--- src/rtl/ramc_csr_pkg.sv ---
package ramc_csr_pkg;
  localparam int DATA_W = 32;
  localparam int IDX_W  = 6;

  typedef logic [IDX_W-1:0] widx_t;

  // word indices (byte offset / 4)
  localparam widx_t W_STAT  = 6'h00;
  localparam widx_t W_MASK  = 6'h01;
  localparam widx_t W_UNMSK = 6'h02;
  localparam widx_t W_MSK   = 6'h03;
  localparam widx_t W_ERRC  = 6'h04;
  localparam widx_t W_IMPL  = 6'h05;
  localparam widx_t W_DBG   = 6'h06;
  localparam widx_t W_CE_A  = 6'h08;
  localparam widx_t W_CE_S  = 6'h09;
  localparam widx_t W_UE_A  = 6'h0A;
  localparam widx_t W_UE_S  = 6'h0B;
  localparam widx_t W_RMW_A = 6'h0C;
  localparam widx_t W_FID0  = 6'h10;
  localparam widx_t W_FISY  = 6'h18;
  localparam widx_t W_FICN  = 6'h19;

  localparam logic [3:0] SIZE_BAD = 4'hF;

  function automatic logic [3:0] size_code(input int kib);
    case (kib)
      64:      return 4'd0;
      128:     return 4'd1;
      256:     return 4'd2;
      512:     return 4'd3;
      1024:    return 4'd4;
      default: return SIZE_BAD;
    endcase
  endfunction
endpackage

--- src/rtl/ramc_irq_core.sv ---
module ramc_irq_core #(
  parameter int NSRC = 11
) (
  input  logic            clk,
  input  logic            rst,
  input  logic [NSRC-1:0] evt_i,
  input  logic            clr_we,
  input  logic            unmask_we,
  input  logic            mask_we,
  input  logic [NSRC-1:0] wbits,
  output logic [NSRC-1:0] status_o,
  output logic [NSRC-1:0] mask_o,
  output logic            irq_o
);
  logic [NSRC-1:0] status_q, mask_q, status_nx, mask_nx;

  always_comb begin
    status_nx = status_q;
    if (clr_we) status_nx = status_nx & ~wbits;
    status_nx = status_nx | evt_i;   // set wins over clear
    mask_nx = mask_q;
    if (unmask_we) mask_nx = mask_nx & ~wbits;
    if (mask_we)   mask_nx = mask_nx | wbits;
  end

  always_ff @(posedge clk) begin
    if (rst) begin
      status_q <= '0;
      mask_q   <= '1;
      irq_o    <= 1'b0;
    end else begin
      status_q <= status_nx;
      mask_q   <= mask_nx;
      irq_o    <= |(status_nx & ~mask_nx);
    end
  end

  assign status_o = status_q;
  assign mask_o   = mask_q;

  assert_irq_level_R8: assert property (@(posedge clk) disable iff (rst)
    irq_o == |(status_q & ~mask_q));
  assert_evt_sets_R2: assert property (@(posedge clk) disable iff (rst)
    (|evt_i) |=> ((status_q & $past(evt_i)) == $past(evt_i)));
  assert_clear_only_by_write_R3: assert property (@(posedge clk) disable iff (rst)
    !clr_we |=> ((status_q & $past(status_q)) == $past(status_q)));
  assert_mask_ro_R5: assert property (@(posedge clk) disable iff (rst)
    !(unmask_we || mask_we) |=> $stable(mask_q));
  assert_unmask_clears_R6: assert property (@(posedge clk) disable iff (rst)
    unmask_we |=> ((mask_q & $past(wbits)) == '0));
  assert_mask_sets_R7: assert property (@(posedge clk) disable iff (rst)
    mask_we |=> ((mask_q & $past(wbits)) == $past(wbits)));
endmodule

--- src/rtl/ramc_ctl_store.sv ---
module ramc_ctl_store
  import ramc_csr_pkg::*;
#(
  parameter int ERRC_W   = 4,
  parameter int FI_WORDS = 4,
  parameter int SYN_W    = 16,
  parameter int FI_CNT_W = 24
) (
  input  logic                       clk,
  input  logic                       rst,
  input  logic                       we,
  input  widx_t                      idx,
  input  logic [DATA_W-1:0]          wdata,
  output logic [ERRC_W-1:0]          errc_o,
  output logic [FI_WORDS*DATA_W-1:0] fi_data_o,
  output logic [SYN_W-1:0]           fi_syn_o,
  output logic [FI_CNT_W-1:0]        fi_cnt_o
);
  always_ff @(posedge clk) begin
    if (rst) begin
      errc_o   <= '1;
      fi_syn_o <= '0;
      fi_cnt_o <= '0;
    end else if (we) begin
      if (idx == W_ERRC) errc_o   <= wdata[ERRC_W-1:0];
      if (idx == W_FISY) fi_syn_o <= wdata[SYN_W-1:0];
      if (idx == W_FICN) fi_cnt_o <= wdata[FI_CNT_W-1:0];
    end
  end

  for (genvar i = 0; i < FI_WORDS; i++) begin : g_fi
    localparam widx_t MY_IDX = W_FID0 + widx_t'(i);
    always_ff @(posedge clk) begin
      if (rst) fi_data_o[i*DATA_W +: DATA_W] <= '0;
      else if (we && idx == MY_IDX) fi_data_o[i*DATA_W +: DATA_W] <= wdata;
    end
  end

  assert_errc_hold_R10: assert property (@(posedge clk) disable iff (rst)
    !(we && idx == W_ERRC) |=> $stable(errc_o));
endmodule

--- src/rtl/ramc_csr_top.sv ---
module ramc_csr_top
  import ramc_csr_pkg::*;
#(
  parameter int ADDR_W   = 8,
  parameter int NSRC     = 11,
  parameter int RAM_KIB  = 1024,
  parameter int CAP_W    = 20,
  parameter int SYN_W    = 16,
  parameter int ERRC_W   = 4,
  parameter int FI_WORDS = 4,
  parameter int FI_CNT_W = 24,
  parameter int DBG_W    = 16
) (
  input  logic                       clk,
  input  logic                       rst,
  input  logic [ADDR_W-1:0]          bus_addr,
  input  logic                       bus_we,
  input  logic [DATA_W-1:0]          bus_wdata,
  output logic [DATA_W-1:0]          bus_rdata,
  input  logic [NSRC-1:0]            evt_set,
  input  logic [CAP_W-1:0]           ce_addr_in,
  input  logic [SYN_W-1:0]           ce_syn_in,
  input  logic [CAP_W-1:0]           ue_addr_in,
  input  logic [SYN_W-1:0]           ue_syn_in,
  input  logic [CAP_W-1:0]           rmw_addr_in,
  output logic                       irq,
  output logic [ERRC_W-1:0]          err_ctrl_o,
  output logic [FI_WORDS*DATA_W-1:0] fi_data_o,
  output logic [SYN_W-1:0]           fi_syn_o,
  output logic [FI_CNT_W-1:0]        fi_cnt_o
);
  localparam logic [3:0] SIZE_CODE = size_code(RAM_KIB);
  localparam logic [DBG_W-1:0] DBG_VAL = '1;

  if (SIZE_CODE == SIZE_BAD) begin : g_bad_size
    $error("ramc_csr_top: unsupported RAM_KIB %0d", RAM_KIB);
  end

  logic hi_ok, sel_ok;
  widx_t idx;
  if (ADDR_W > IDX_W + 2) begin : g_hi
    assign hi_ok = (bus_addr[ADDR_W-1:IDX_W+2] == '0);
  end else begin : g_nohi
    assign hi_ok = 1'b1;
  end
  assign idx    = bus_addr[IDX_W+1:2];
  assign sel_ok = hi_ok && (bus_addr[1:0] == 2'b00);

  logic wr_ok;
  assign wr_ok = bus_we && sel_ok;

  logic [NSRC-1:0] status, mask;

  ramc_irq_core #(.NSRC(NSRC)) u_irq (
    .clk(clk), .rst(rst), .evt_i(evt_set),
    .clr_we(wr_ok && idx == W_STAT),
    .unmask_we(wr_ok && idx == W_UNMSK),
    .mask_we(wr_ok && idx == W_MSK),
    .wbits(bus_wdata[NSRC-1:0]),
    .status_o(status), .mask_o(mask), .irq_o(irq)
  );

  ramc_ctl_store #(
    .ERRC_W(ERRC_W), .FI_WORDS(FI_WORDS), .SYN_W(SYN_W), .FI_CNT_W(FI_CNT_W)
  ) u_store (
    .clk(clk), .rst(rst), .we(wr_ok), .idx(idx), .wdata(bus_wdata),
    .errc_o(err_ctrl_o), .fi_data_o(fi_data_o), .fi_syn_o(fi_syn_o),
    .fi_cnt_o(fi_cnt_o)
  );

  logic [DATA_W-1:0] rd_nx;
  always_comb begin
    rd_nx = '0;
    if (sel_ok) begin
      case (idx)
        W_STAT:  rd_nx = DATA_W'(status);
        W_MASK:  rd_nx = DATA_W'(mask);
        W_ERRC:  rd_nx = DATA_W'(err_ctrl_o);
        W_IMPL:  rd_nx = DATA_W'(SIZE_CODE);
        W_DBG:   rd_nx = DATA_W'(DBG_VAL);
        W_CE_A:  rd_nx = DATA_W'(ce_addr_in);
        W_CE_S:  rd_nx = DATA_W'(ce_syn_in);
        W_UE_A:  rd_nx = DATA_W'(ue_addr_in);
        W_UE_S:  rd_nx = DATA_W'(ue_syn_in);
        W_RMW_A: rd_nx = DATA_W'(rmw_addr_in);
        W_FISY:  rd_nx = DATA_W'(fi_syn_o);
        W_FICN:  rd_nx = DATA_W'(fi_cnt_o);
        default: rd_nx = '0;
      endcase
      for (int i = 0; i < FI_WORDS; i++)
        if (idx == W_FID0 + widx_t'(i)) rd_nx = fi_data_o[i*DATA_W +: DATA_W];
    end
  end

  always_ff @(posedge clk) begin
    if (rst) bus_rdata <= '0;
    else     bus_rdata <= rd_nx;
  end

  assert_unmapped_reads_zero_R12: assert property (@(posedge clk) disable iff (rst)
    (bus_addr[1:0] != 2'b00) |=> (bus_rdata == '0));
  assert_reserved_status_zero_R3: assert property (@(posedge clk) disable iff (rst)
    (sel_ok && idx == W_STAT) |=> (bus_rdata[DATA_W-1:NSRC] == '0));
endmodule

--- config.mk ---
export PLATFORM = sky130hd
export DESIGN_NAME = ramc_csr_top
export DESIGN_NICKNAME = d
export VERILOG_FILES = /design/src/rtl/ramc_csr_pkg.sv /design/src/rtl/ramc_irq_core.sv /design/src/rtl/ramc_ctl_store.sv /design/src/rtl/ramc_csr_top.sv
export SDC_FILE = /design/constraint.sdc
export NUM_CORES = 1
export LEC_CHECK = 0
export ABC_AREA = 1
export BUFFER_PORTS_ARGS = -buffer_cell sky130_fd_sc_hd__buf_4
export CAP_MARGIN = 10
export CORE_MARGIN = 4
export CORE_UTILIZATION = 54
export DETAILED_ROUTE_END_ITERATION = 12
export PLACE_DENSITY_LB_ADDON = 0.15
export RECOVER_POWER = 50
export REMOVE_ABC_BUFFERS = 1
export SLEW_MARGIN = 20
export SYNTH_ARGS = -nofsm -noshare
export SYNTH_HDL_FRONTEND = slang
export SYNTH_SLANG_ARGS = --single-unit
--- constraint.sdc ---
create_clock -name clk -period 2.7 [get_ports clk]
set_input_delay 0.135 -clock clk [delete_from_list [all_inputs] [get_ports clk]]
set_output_delay 0.135 -clock clk [all_outputs]
set_load 0.005 [all_outputs]
==> flow_metrics.py, run 1 <==
metrics = {
    "clocking": {
        "numCtsBuffers": 23,
        "tritoncts": "done",
        "cts_root_buffer": "clkbuf_16",
        "clock_sinks": 227,
        "cts_resized": 0,
        "cts_buffer_depth": 3,
        "clk_pin_slew_ns": 0.06,
        "ctsHoldBuffers": 51,
        "cts_max_level": 1,
        "cts_setup_buffers": 0,
        "worstSkewPairLatency_ns": 0.51,
    },
    "sta": {
        "slew_viol_final": 0,
        "post-route-period-util_pct": 77.1,
        "timing.setup.tns_ns": 0,
        "fmax_ghz": 0.480,
        "final.min_clock_period_ns": 2.08,
        "grt_setup_unrepaired": "no",
        "clock_skew_ns": 0.00758,
        "finalSetupViolations": 0,
        "worstMarginPinSlew_ns": 1.04,
        "setup_slack_ns": 0.617,
        "hold_viol": 0,
        "slew_headroom_pct": 30.6,
    },
    "placement": {
        "place_congestion": 0.952,
        "port_buffers": 350,
        "dp_slack_ns": 0.634,
        "hpwl_mm": 27.3,
        "dp_cells": 1908,
    },
    "grt": {
        "gr-total-overflow": 0,
        "grt.total_usage_pct": 38.2,
        "grt_antenna_before_repair": 1,
        "first_global_vias": 11100,
        "grt_max_degree": 185,
        "grt_pass1_wl_mm": 61.4,
    },
    "pwr": {
        "power_per_cell_area_nw_per_um2": 518,
        "ir_drop_mv": 0.455,
        "leakagePower_nw": 6.17,
    },
    "critical_path": {
        "start_kind": "input pin",
        "critPathRequiredTime_ns": 3.14,
        "reg2regPathDepth": 3,
        "path_max_fanout": 32,
        "worstPathArrival_ns": 2.53,
        "worst-setup-path-type": "input pin to register",
        "end_kind": "register",
        "rrSetupSlack_ns": 1.53,
    },
    "routing": {
        "wl_per_cell_um": 20.3,
        "route.detailed.drc": 0,
        "avgViaCountPerCell": 5.78,
        "drt_wl_total_mm": 40.7,
        "vias": 11600,
        "drtAntennaViolNets": 0,
        "drt_iter0_markers": 1129,
        "first_pass_iters": 6,
    },
    "synth": {
        "synth-edff-count": 0,
        "synth_area_leaders": "dfxtp_1 (46%), nand2_1 (11%), nor2_1 (9.3%)",
        "syn_inst": 1387,
        "synthArstFlopShare_pct": 0,
        "synth_area_sq_um": 9840,
        "yosysTopAreaCell": "dfxtp_1",
        "syn_avg_cell_area_sq_um": 7.09,
        "ys_ff_latch": 227,
        "ys_top_cells_by_count": "nand2_1 (285), nor2_1 (243), dfxtp_1 (227)",
        "seq_area_frac_synth_pct": 46.2,
        "synth_cell_types": 30,
        "synth.top_cell.area_share_pct": 46.2,
        "synthFlopType": "dfxtp_1",
        "yosysWarnings": 0,
        "synth_most_common_cell": "nand2_1",
    },
    "floorplan": {
        "num_io_pins": 351,
        "start_util_pct": 54.8,
        "die_w_um": 143,
        "rows": 49,
        "die_area_sq_um": 20400,
        "core-area_sq_um": 18000,
        "dieHeight_um": 143,
    },
    "job": {
        "max-cap-violations": 0,
    },
    "worst_hold_path": {
        "hold_path.class": "input pin to register",
        "min_path_cells": 7,
    },
    "cells_and_area": {
        "antennaDiodeCount": 0,
        "fin_cells": 2000,
        "fin_nets": 1901,
        "area_growth_pct": 38.1,
        "layout-drive-gt1-share_pct": 22.2,
    },
    "outcome": {
        "status": "completed",
    },
}
==> cells in the final DEF (no fill, tap or decap) <==
cell,netlist,routed
a21oi_1,152,152
a22oi_1,9,9
a31oi_1,2,2
a32oi_1,4,4
a41oi_1,10,10
buf_12,0,3
buf_4,3,165
bufinv_16,0,1
clkbuf_1,37,65
clkbuf_16,0,23
clkbuf_2,0,1
clkbuf_4,0,145
clkbuf_8,0,5
clkinv_2,0,5
dfxtp_1,227,227
dlygate4sd3_1,0,51
inv_1,53,52
inv_2,16,16
inv_4,1,2
inv_6,0,2
nand2_1,285,288
nand2_2,5,3
nand3_1,19,19
nand3_2,1,1
nand3_4,2,2
nand3b_1,1,1
nand4_1,22,22
nor2_1,243,245
nor2_2,7,7
nor2_4,14,12
nor3_1,3,3
o211ai_1,6,6
o21a_1,1,1
o21ai_0,168,170
o21ai_1,53,51
==> power breakdown <==
group	internal (W)	leakage (nW)	total [W]	switching (W)
registers	0.00337	1.83	0.00338	0.0000133
logic	0.000248	3.97	0.000519	0.000271
clock network	0.00181	0.368	0.00314	0.00133
==> critical path, stage by stage <==
cell,delay (ns)
buf_4,0.12
nor2_1,0.32
nand2_1,0.17
nor2_1,0.26
clkbuf_2,0.85
a21oi_1,0.22
nand4_1,0.19
o21ai_1,0.11
a21oi_1,0.14
==> cells by family (layout without fill, tap and decap cells) <==
logic type	Yosys count	after routing	synth area share, %
compound gates	405	405	21.6
buf+inv	152	536	6.55
flops	227	227	46.2
simple gates	603	603	25.7
==> layer usage <==
layer / routed length [um] / track usage [%] / vias to the layer above
met4: 2120 / 18.6 / 2
met1: 14800 / 47.1 / 5249
li1: - / - / 5336
met2: 19000 / 63.7 / 801
met3: 4690 / 7.90 / 167
met5: 9 / 0 / -
==> sequential cells by signal, summed over array words and instances, names as in the netlist <==
signal	cells
u_store.fi_data_o	128
bus_rdata	32
u_store.fi_cnt_o	24
u_store.fi_syn_o	16
u_irq.mask_o	11
u_irq.status_o	11
u_store.errc_o	4
u_irq.irq_o	1
==> through the flow <==
| step | power [W] | utilization (%) | area (sq um) | hold slack [ns] |
|---|---|---|---|---|
| 2_1_floorplan | 0.00361 | - | 9460 | 0.204 |
| 3_3_place_gp | 0.00390 | 70.2 | 12600 | 0.385 |
| 3_5_place_dp | 0.00391 | 70.2 | 12600 | 0.398 |
| 4_1_cts | 0.00703 | 77.1 | 13800 | 0.0193 |
| 5_1_grt | 0.00722 | 75.6 | 13600 | 0.0726 |
| 6_report | 0.00704 | 75.6 | 13600 | 0.0382 |
==> area by class of cell <==
type                       instances  area (sq um)
sequential                       227          4540
tap                              229           287
clock inverter                     8          72.6
inverter                          70           268
fill                            1429          4380
clock buffer                      33           663
multi-input combinational       1008          4620
timing repair buffer             425          3130
==> path summary, 6_finish.rpt <==
kind | from | endpoint
setup / recovery | bus_addr[2] | bus_rdata[13]
hold reg to reg | u_store.fi_syn_o[13] | u_store.fi_syn_o[13]
hold / removal | ue_addr_in[17] | bus_rdata[17]
setup reg to reg | u_irq.status_o[8] | u_irq.status_o[8]
Power figures use the tool's default switching activity.
==> run 2: changes to the inputs <==
- CORE_UTILIZATION: 54 -> 50
- clock period: 2.7 -> 2.03 ns (I/O delays scaled with it)
==> run 2 against run 1 <==
  * Worst setup slack got worse by 0.36 ns
  * Cell area increased by 1.8%
  * Non-clock buffer count is 22 higher
  * First-iteration DRC count fell by 23%
  * Largest power group unchanged
  * Sequential cell count unchanged
  * Sequential power grew 33%
==> flow_metrics.py, run 2 (synthesis results as in run 1) <==
metrics = {
    "floorplan": {
        "die_w_um": 148,
        "die_area_sq_um": 22000,
        "core-area_sq_um": 19400,
        "dieHeight_um": 148,
        "rows": 51,
        "num_io_pins": 351,
        "start_util_pct": 50.7,
    },
    "clocking": {
        "clock_sinks": 227,
        "clk_pin_slew_ns": 0.06,
        "numCtsBuffers": 24,
        "tritoncts": "done",
        "worstSkewPairLatency_ns": 0.51,
        "cts_max_level": 1,
        "cts_buffer_depth": 3,
        "cts_root_buffer": "clkbuf_16",
    },
    "cells_and_area": {
        "layout_commonest_cell": "nand2_1",
        "fin_nets": 1924,
        "antennaDiodeCount": 0,
        "layout-drive-gt1-share_pct": 22.4,
        "fin_cells": 2060,
        "area_growth_pct": 40.6,
        "largest_reg_flops": 128,
        "final_cell_mix": "nand2_1 (286), nor2_1 (242), dfxtp_1 (227), buf_4 (179), o21ai_0 (170)",
        "fin_area_sq_um": 13800,
        "top_register": "u_store.fi_data_o",
        "reg.largest.list": "u_store.fi_data_o: 128 flops, bus_rdata: 32 flops, u_store.fi_cnt_o: 24 flops",
    },
    "outcome": {
        "status": "completed",
    },
    "critical_path": {
        "cp-endpoint": "u_irq.status_o[2]",
        "critPathRequiredTime_ns": 2.43,
        "worstPathArrival_ns": 2.17,
        "cp.buffers_inverters": 3,
        "slowest_delay_ns": 0.57,
        "cp-startpoint": "bus_addr[6]",
        "worst-setup-path-type": "input pin to register",
        "rrSetupSlack_ns": 0.28,
        "reg2regPathDepth": 4,
        "cpMostUsedCell": "dlygate4sd3_1",
        "r2r_start": "u_irq.status_o[2]",
        "rr_endpoint": "u_irq.status_o[2]",
        "crit_family": "buffers and inverters",
        "end_kind": "register",
        "path_depth": 9,
        "cp_slowest_cell": "dlygate4sd3_1",
        "start_kind": "input pin",
        "path_max_fanout": 5,
        "crit_chain": "buf_4, nor2_2, nand3_2, nor2_4, nand2_1, a21oi_1, dlygate4sd3_1, nor2_1, dlygate4sd3_1",
    },
    "routing": {
        "vias": 11400,
        "first_pass_iters": 5,
        "drt_wl_total_mm": 40.7,
        "drtAntennaViolNets": 0,
        "drt_iter0_markers": 864,
        "wl_per_cell_um": 19.8,
        "avgViaCountPerCell": 5.56,
        "route.detailed.drc": 0,
    },
    "pwr": {
        "ir_drop_mv": 0.592,
        "power_per_cell_area_nw_per_um2": 683,
        "leakagePower_nw": 6.26,
        "p_total_w": 0.00944,
    },
    "sta": {
        "final.min_clock_period_ns": 1.77,
        "clock_skew_ns": 0.00808,
        "slew_headroom_pct": 49.2,
        "worstMarginPinSlew_ns": 0.763,
        "timing.setup.tns_ns": 0,
        "hold_viol": 0,
        "grt_setup_unrepaired": "no",
        "post-route-period-util_pct": 87.1,
        "finalSetupViolations": 0,
        "fmax_ghz": 0.565,
        "slew_viol_final": 0,
    },
    "job": {
        "max-cap-violations": 0,
    },
    "grt": {
        "grt_antenna_before_repair": 0,
        "gr-total-overflow": 0,
        "first_global_vias": 11000,
        "grt_max_degree": 185,
        "grt_pass1_wl_mm": 61.1,
        "grt.total_usage_pct": 35.0,
    },
    "placement": {
        "place_congestion": 0.921,
        "hpwl_mm": 27.6,
        "dpl_cell_area_sq_um": 12800,
        "port_buffers": 350,
        "dp_cells": 1958,
    },
    "worst_hold_path": {
        "hold_path.class": "input pin to register",
    },
}
## run 2: final cells by class
type / count / area [sq um]
sequential: 227 / 4540
clock buffer: 36 / 697
fill: 1708 / 5570
tap: 265 / 332
clock inverter: 7 / 60.1
timing repair buffer: 447 / 3290
inverter: 70 / 268
multi-input combinational: 1008 / 4640
## run 2: worst register-to-register path: stages, from the launching register on
cell	delay [ns]
dfxtp_1	0.31
a21oi_1	0.17
dlygate4sd3_1	0.57
nor2_1	0.04
dlygate4sd3_1	0.55
## run 2: worst min path at each step
stage | start | end | slack (ns) | cells past startpoint
4_1_cts | ce_addr_in[18] | bus_rdata[18] | 0.002 | 7
5_1_grt | rmw_addr_in[14] | bus_rdata[14] | 0.04 | 5
3_5_place_dp | evt_set[2] | u_irq.status_o[2] | 0.35 | 3
6_report | rmw_addr_in[19] | bus_rdata[19] | 0.02 | 7
3_3_place_gp | evt_set[2] | u_irq.status_o[2] | 0.34 | 3
2_1_floorplan | rst | u_irq.status_o[0] | 0.17 | 1
## run 2: metal layers
| metal | share of wire, % | vias to the layer above | GRT usage (%) | wire (um) |
|---|---|---|---|---|
| li1 | - | 5377 | - | - |
| met2 | 47 | 655 | 59.3 | 19300 |
| met5 | 0 | - | 0 | 0 |
| met3 | 9.8 | 141 | 6.25 | 3970 |
| met4 | 4.9 | 0 | 16.8 | 2010 |
| met1 | 38 | 5276 | 43.3 | 15400 |
## run 2: report_power, final
part           leakage (nW)  internal (W)  switching (W)  total [W]
Clock                 0.377       0.00249        0.00176    0.00425
Sequential             1.83       0.00448      0.0000175    0.00450
Combinational          4.05      0.000341       0.000356   0.000697
## run 2: stage by stage
stage / hold WS [ns] / utilization, % / setup slack, ns
floorplan: 0.171 / - / -1.29
global placement: 0.338 / 65.9 / 0.000915
detailed placement: 0.350 / 65.9 / -0.0813
CTS: 0.00166 / 72.7 / 0.139
global route: 0.0351 / 71.3 / 0.151
finish: 0.0203 / 71.3 / 0.261
## run 2: what timing repair did
item	4_1_cts	5_1_grt
hold buffers	56	0
endpoints found under the setup margin	0	1
setup buffers	0	3
resized for setup	0	0
endpoints found under the hold margin	176	0
==> run 3: changes to the inputs <==
- ABC_AREA: 1 -> 0
==> run 3 against run 2 <==
  * Synthesized area decreased by 1.6%
  * Clock skew up 0.00086 ns
  * Worst hold slack lost 0.015 ns
  * Maximum frequency grew 2.4%
  * Register-to-register slack gained 0.21 ns
  * Power is 3.7% higher
  * Sequential cell count stayed put
==> flow_metrics.py, run 3 <==
metrics = {
    "cells_and_area": {
        "fin_nets": 1732,
        "reg.largest.list": "u_store.fi_data_o: 128 flops, bus_rdata: 32 flops, u_store.fi_cnt_o: 24 flops",
        "layout-drive-gt1-share_pct": 25.5,
        "area_growth_pct": 43.0,
        "final_cell_mix": "nand2_1 (355), dfxtp_1 (227), a21oi_1 (208), buf_4 (204), clkbuf_4 (130)",
        "layout_commonest_cell": "nand2_1",
        "final.fill_count": 1546,
        "top_register": "u_store.fi_data_o",
        "final_core_util_pct": 73.3,
        "largest_reg_flops": 128,
    },
    "critical_path": {
        "worstPathArrival_ns": 2.10,
        "reg2regPathDepth": 5,
        "rr_endpoint": "bus_rdata[0]",
        "start_kind": "input pin",
        "rrSetupSlack_ns": 0.49,
        "end_kind": "register",
        "critPathRequiredTime_ns": 2.41,
        "path_max_fanout": 9,
        "worst-setup-path-type": "input pin to register",
        "r2r_start": "u_store.fi_data_o[0]",
    },
    "grt": {
        "grt_max_degree": 121,
        "grt.total_usage_pct": 36.0,
        "gr-total-overflow": 0,
        "grt_antenna_before_repair": 1,
        "first_global_vias": 11000,
        "grt_pass1_wl_mm": 61.8,
    },
    "pwr": {
        "internal_power_w": 0.00764,
        "pwr-share-seq_pct": 45.9,
        "clockPowerShare_pct": 47.1,
        "leakagePower_nw": 5.50,
        "switching_share_pct": 21.9,
        "power_per_cell_area_nw_per_um2": 707,
        "power_frac_comb_pct": 6.9,
        "p_sw_w": 0.00214,
        "ir_drop_mv": 0.635,
    },
    "synth": {
        "synth_cell_types": 47,
        "syn_inst": 1219,
        "yosysWarnings": 0,
        "synth_area_sq_um": 9680,
        "synthFlopType": "dfxtp_1",
        "syn_avg_cell_area_sq_um": 7.94,
        "synth-edff-count": 0,
        "synthArstFlopShare_pct": 0,
        "synth_most_common_cell": "nand2_1",
        "ys_top_cells_by_count": "nand2_1 (359), dfxtp_1 (227), a21oi_1 (208)",
        "ys_ff_latch": 227,
        "yosysTopAreaCell": "dfxtp_1",
        "seq_area_frac_synth_pct": 47.0,
        "synth.top_cell.area_share_pct": 47.0,
        "synth_area_leaders": "dfxtp_1 (47%), nand2_1 (14%), a21oi_1 (11%)",
    },
    "clocking": {
        "numCtsBuffers": 24,
        "cts_buffer_depth": 3,
        "ctsHoldBuffers": 44,
        "tritoncts": "done",
        "cts_resized": 0,
        "clk_pin_slew_ns": 0.06,
        "worstSkewPairLatency_ns": 0.51,
        "cts_root_buffer": "clkbuf_16",
        "cts_max_level": 1,
        "cts_setup_buffers": 0,
        "clock_sinks": 227,
    },
    "routing": {
        "vias": 11100,
        "top_layer_used": "met4",
        "routed-wl-met2_mm": 19.4,
        "met3_wirelength_mm": 4.78,
        "drt-met1-wl_mm": 14.9,
        "drt_wl_total_mm": 41.4,
        "drt_iter0_markers": 1110,
        "wl_per_cell_um": 22.3,
        "route.detailed.drc": 0,
        "avgViaCountPerCell": 5.97,
        "first_pass_iters": 6,
        "drtAntennaViolNets": 0,
    },
    "sta": {
        "fmax_ghz": 0.579,
        "worstMarginPinSlew_ns": 0.781,
        "post-route-period-util_pct": 85.1,
        "slew_headroom_pct": 48.0,
        "hold_viol": 0,
        "finalSetupViolations": 0,
        "final.min_clock_period_ns": 1.73,
        "clock_skew_ns": 0.00894,
        "slew_viol_final": 0,
        "grt_setup_unrepaired": "no",
        "timing.setup.tns_ns": 0,
    },
    "placement": {
        "port_buffers": 350,
        "hpwl_mm": 27.9,
        "place_congestion": 0.919,
    },
    "floorplan": {
        "dieHeight_um": 147,
        "die_w_um": 147,
        "start_util_pct": 51.2,
        "rows": 50,
        "die_area_sq_um": 21600,
        "num_io_pins": 351,
        "core-area_sq_um": 18900,
    },
    "outcome": {
        "status": "completed",
    },
    "worst_hold_path": {
        "hold_path.class": "input pin to register",
        "min_to": "u_irq.mask_o[3]",
        "min_path_cells": 3,
        "min_from": "bus_addr[2]",
    },
    "job": {
        "max-cap-violations": 0,
    },
}
-- run 3: changes by cell type in the layout (fill, tap and decap cells not counted), moves of 16 or more --
cell      before  now
mux2i_1        0   25
nand2_1      286  355
o21ai_1       51    0
inv_1         53    2
clkbuf_1      79   63
o21ai_0      170   20
a21oi_1      152  208
buf_4        179  204
nand4_1       22    5
a221oi_1       0   16
nor2_1       242   29
a22oi_1        9   84
-- run 3: kinds of logic (layout without fill, tap and decap cells) --
kind of cell | count (synthesis) | after routing | share of synthesized area, %
multiplexers | 25 | 25 | 2.59
AO/OA/AOI/OAI | 376 | 376 | 23.7
other | 0 | 1 | 0
AND/OR/NAND/NOR | 476 | 476 | 21.5
XOR/XNOR | 1 | 1 | 0.0905
flip-flops | 227 | 227 | 47.0
buffers and inverters | 114 | 495 | 5.13
-- run 3: worst max-delay path by stage --
stage                              to          from  slack (ns)
2_1_floorplan  u_store.fi_data_o[100]   bus_addr[5]       -0.33
5_1_grt                   u_irq.irq_o   bus_addr[6]        0.18
6_report                  u_irq.irq_o  bus_wdata[3]        0.30
3_5_place_dp              u_irq.irq_o   bus_addr[6]       -0.02
3_3_place_gp              u_irq.irq_o   bus_addr[6]         0.1
4_1_cts                   u_irq.irq_o   bus_addr[6]        0.51
-- run 3: cell type report --
| type | instances | area [sq um] | area share [%] |
|---|---|---|---|
| flip-flops and latches | 227 | 4540 | 32.8 |
| inverters | 2 | 7.51 | 0.0542 |
| repair buffers | 453 | 3470 | 25.0 |
| clock buffers | 35 | 723 | 5.23 |
| well taps | 260 | 325 | 2.35 |
| multi-input cells | 878 | 4670 | 33.7 |
| clock inverters | 5 | 103 | 0.741 |
| diodes | 1 | 2.50 | 0.0181 |
-- run 3: stage by stage --
step / total power, W / hold slack, ns / std cells / setup slack (ns) / instance area [sq um]
2_1_floorplan: 0.00472 / 0.171 / 1107 / -0.327 / 9190
3_3_place_gp: 0.00519 / 0.340 / 1776 / 0.0964 / 12800
3_5_place_dp: 0.00519 / 0.341 / 1776 / -0.0218 / 12800
4_1_cts: 0.00979 / 0.00470 / 1860 / 0.511 / 14100
5_1_grt: 0.0100 / 0.0194 / 1861 / 0.180 / 13800
6_report: 0.00979 / 0.00524 / 1861 / 0.303 / 13800
-- run 3: critical path, stage by stage --
cell and delay [ns]:
dlygate4sd3_1 0.52, clkbuf_1 0.37, nand3_1 0.17, mux2i_1 0.17
a22o_1 0.24, a221oi_1 0.38, a31oi_1 0.14
-- run 3: per-layer routing --
metal	GRT usage [%]	vias up
met3	6.94	184
met1	44.3	5133
met5	0	-
met2	59.9	821
met4	19.2	0
li1	-	4974
-- run 3: power by group through the flow --
stage / registers, W / clock network (W) / logic [W]
after CTS: 0.00449 / 0.00462 / 0.000673
final: 0.00449 / 0.00461 / 0.000679
after global placement: 0.00459 / 0 / 0.000597
after detailed placement: 0.00459 / 0 / 0.000601
after floorplan: 0.00459 / 0 / 0.000132
after global routing: 0.00449 / 0.00481 / 0.000716
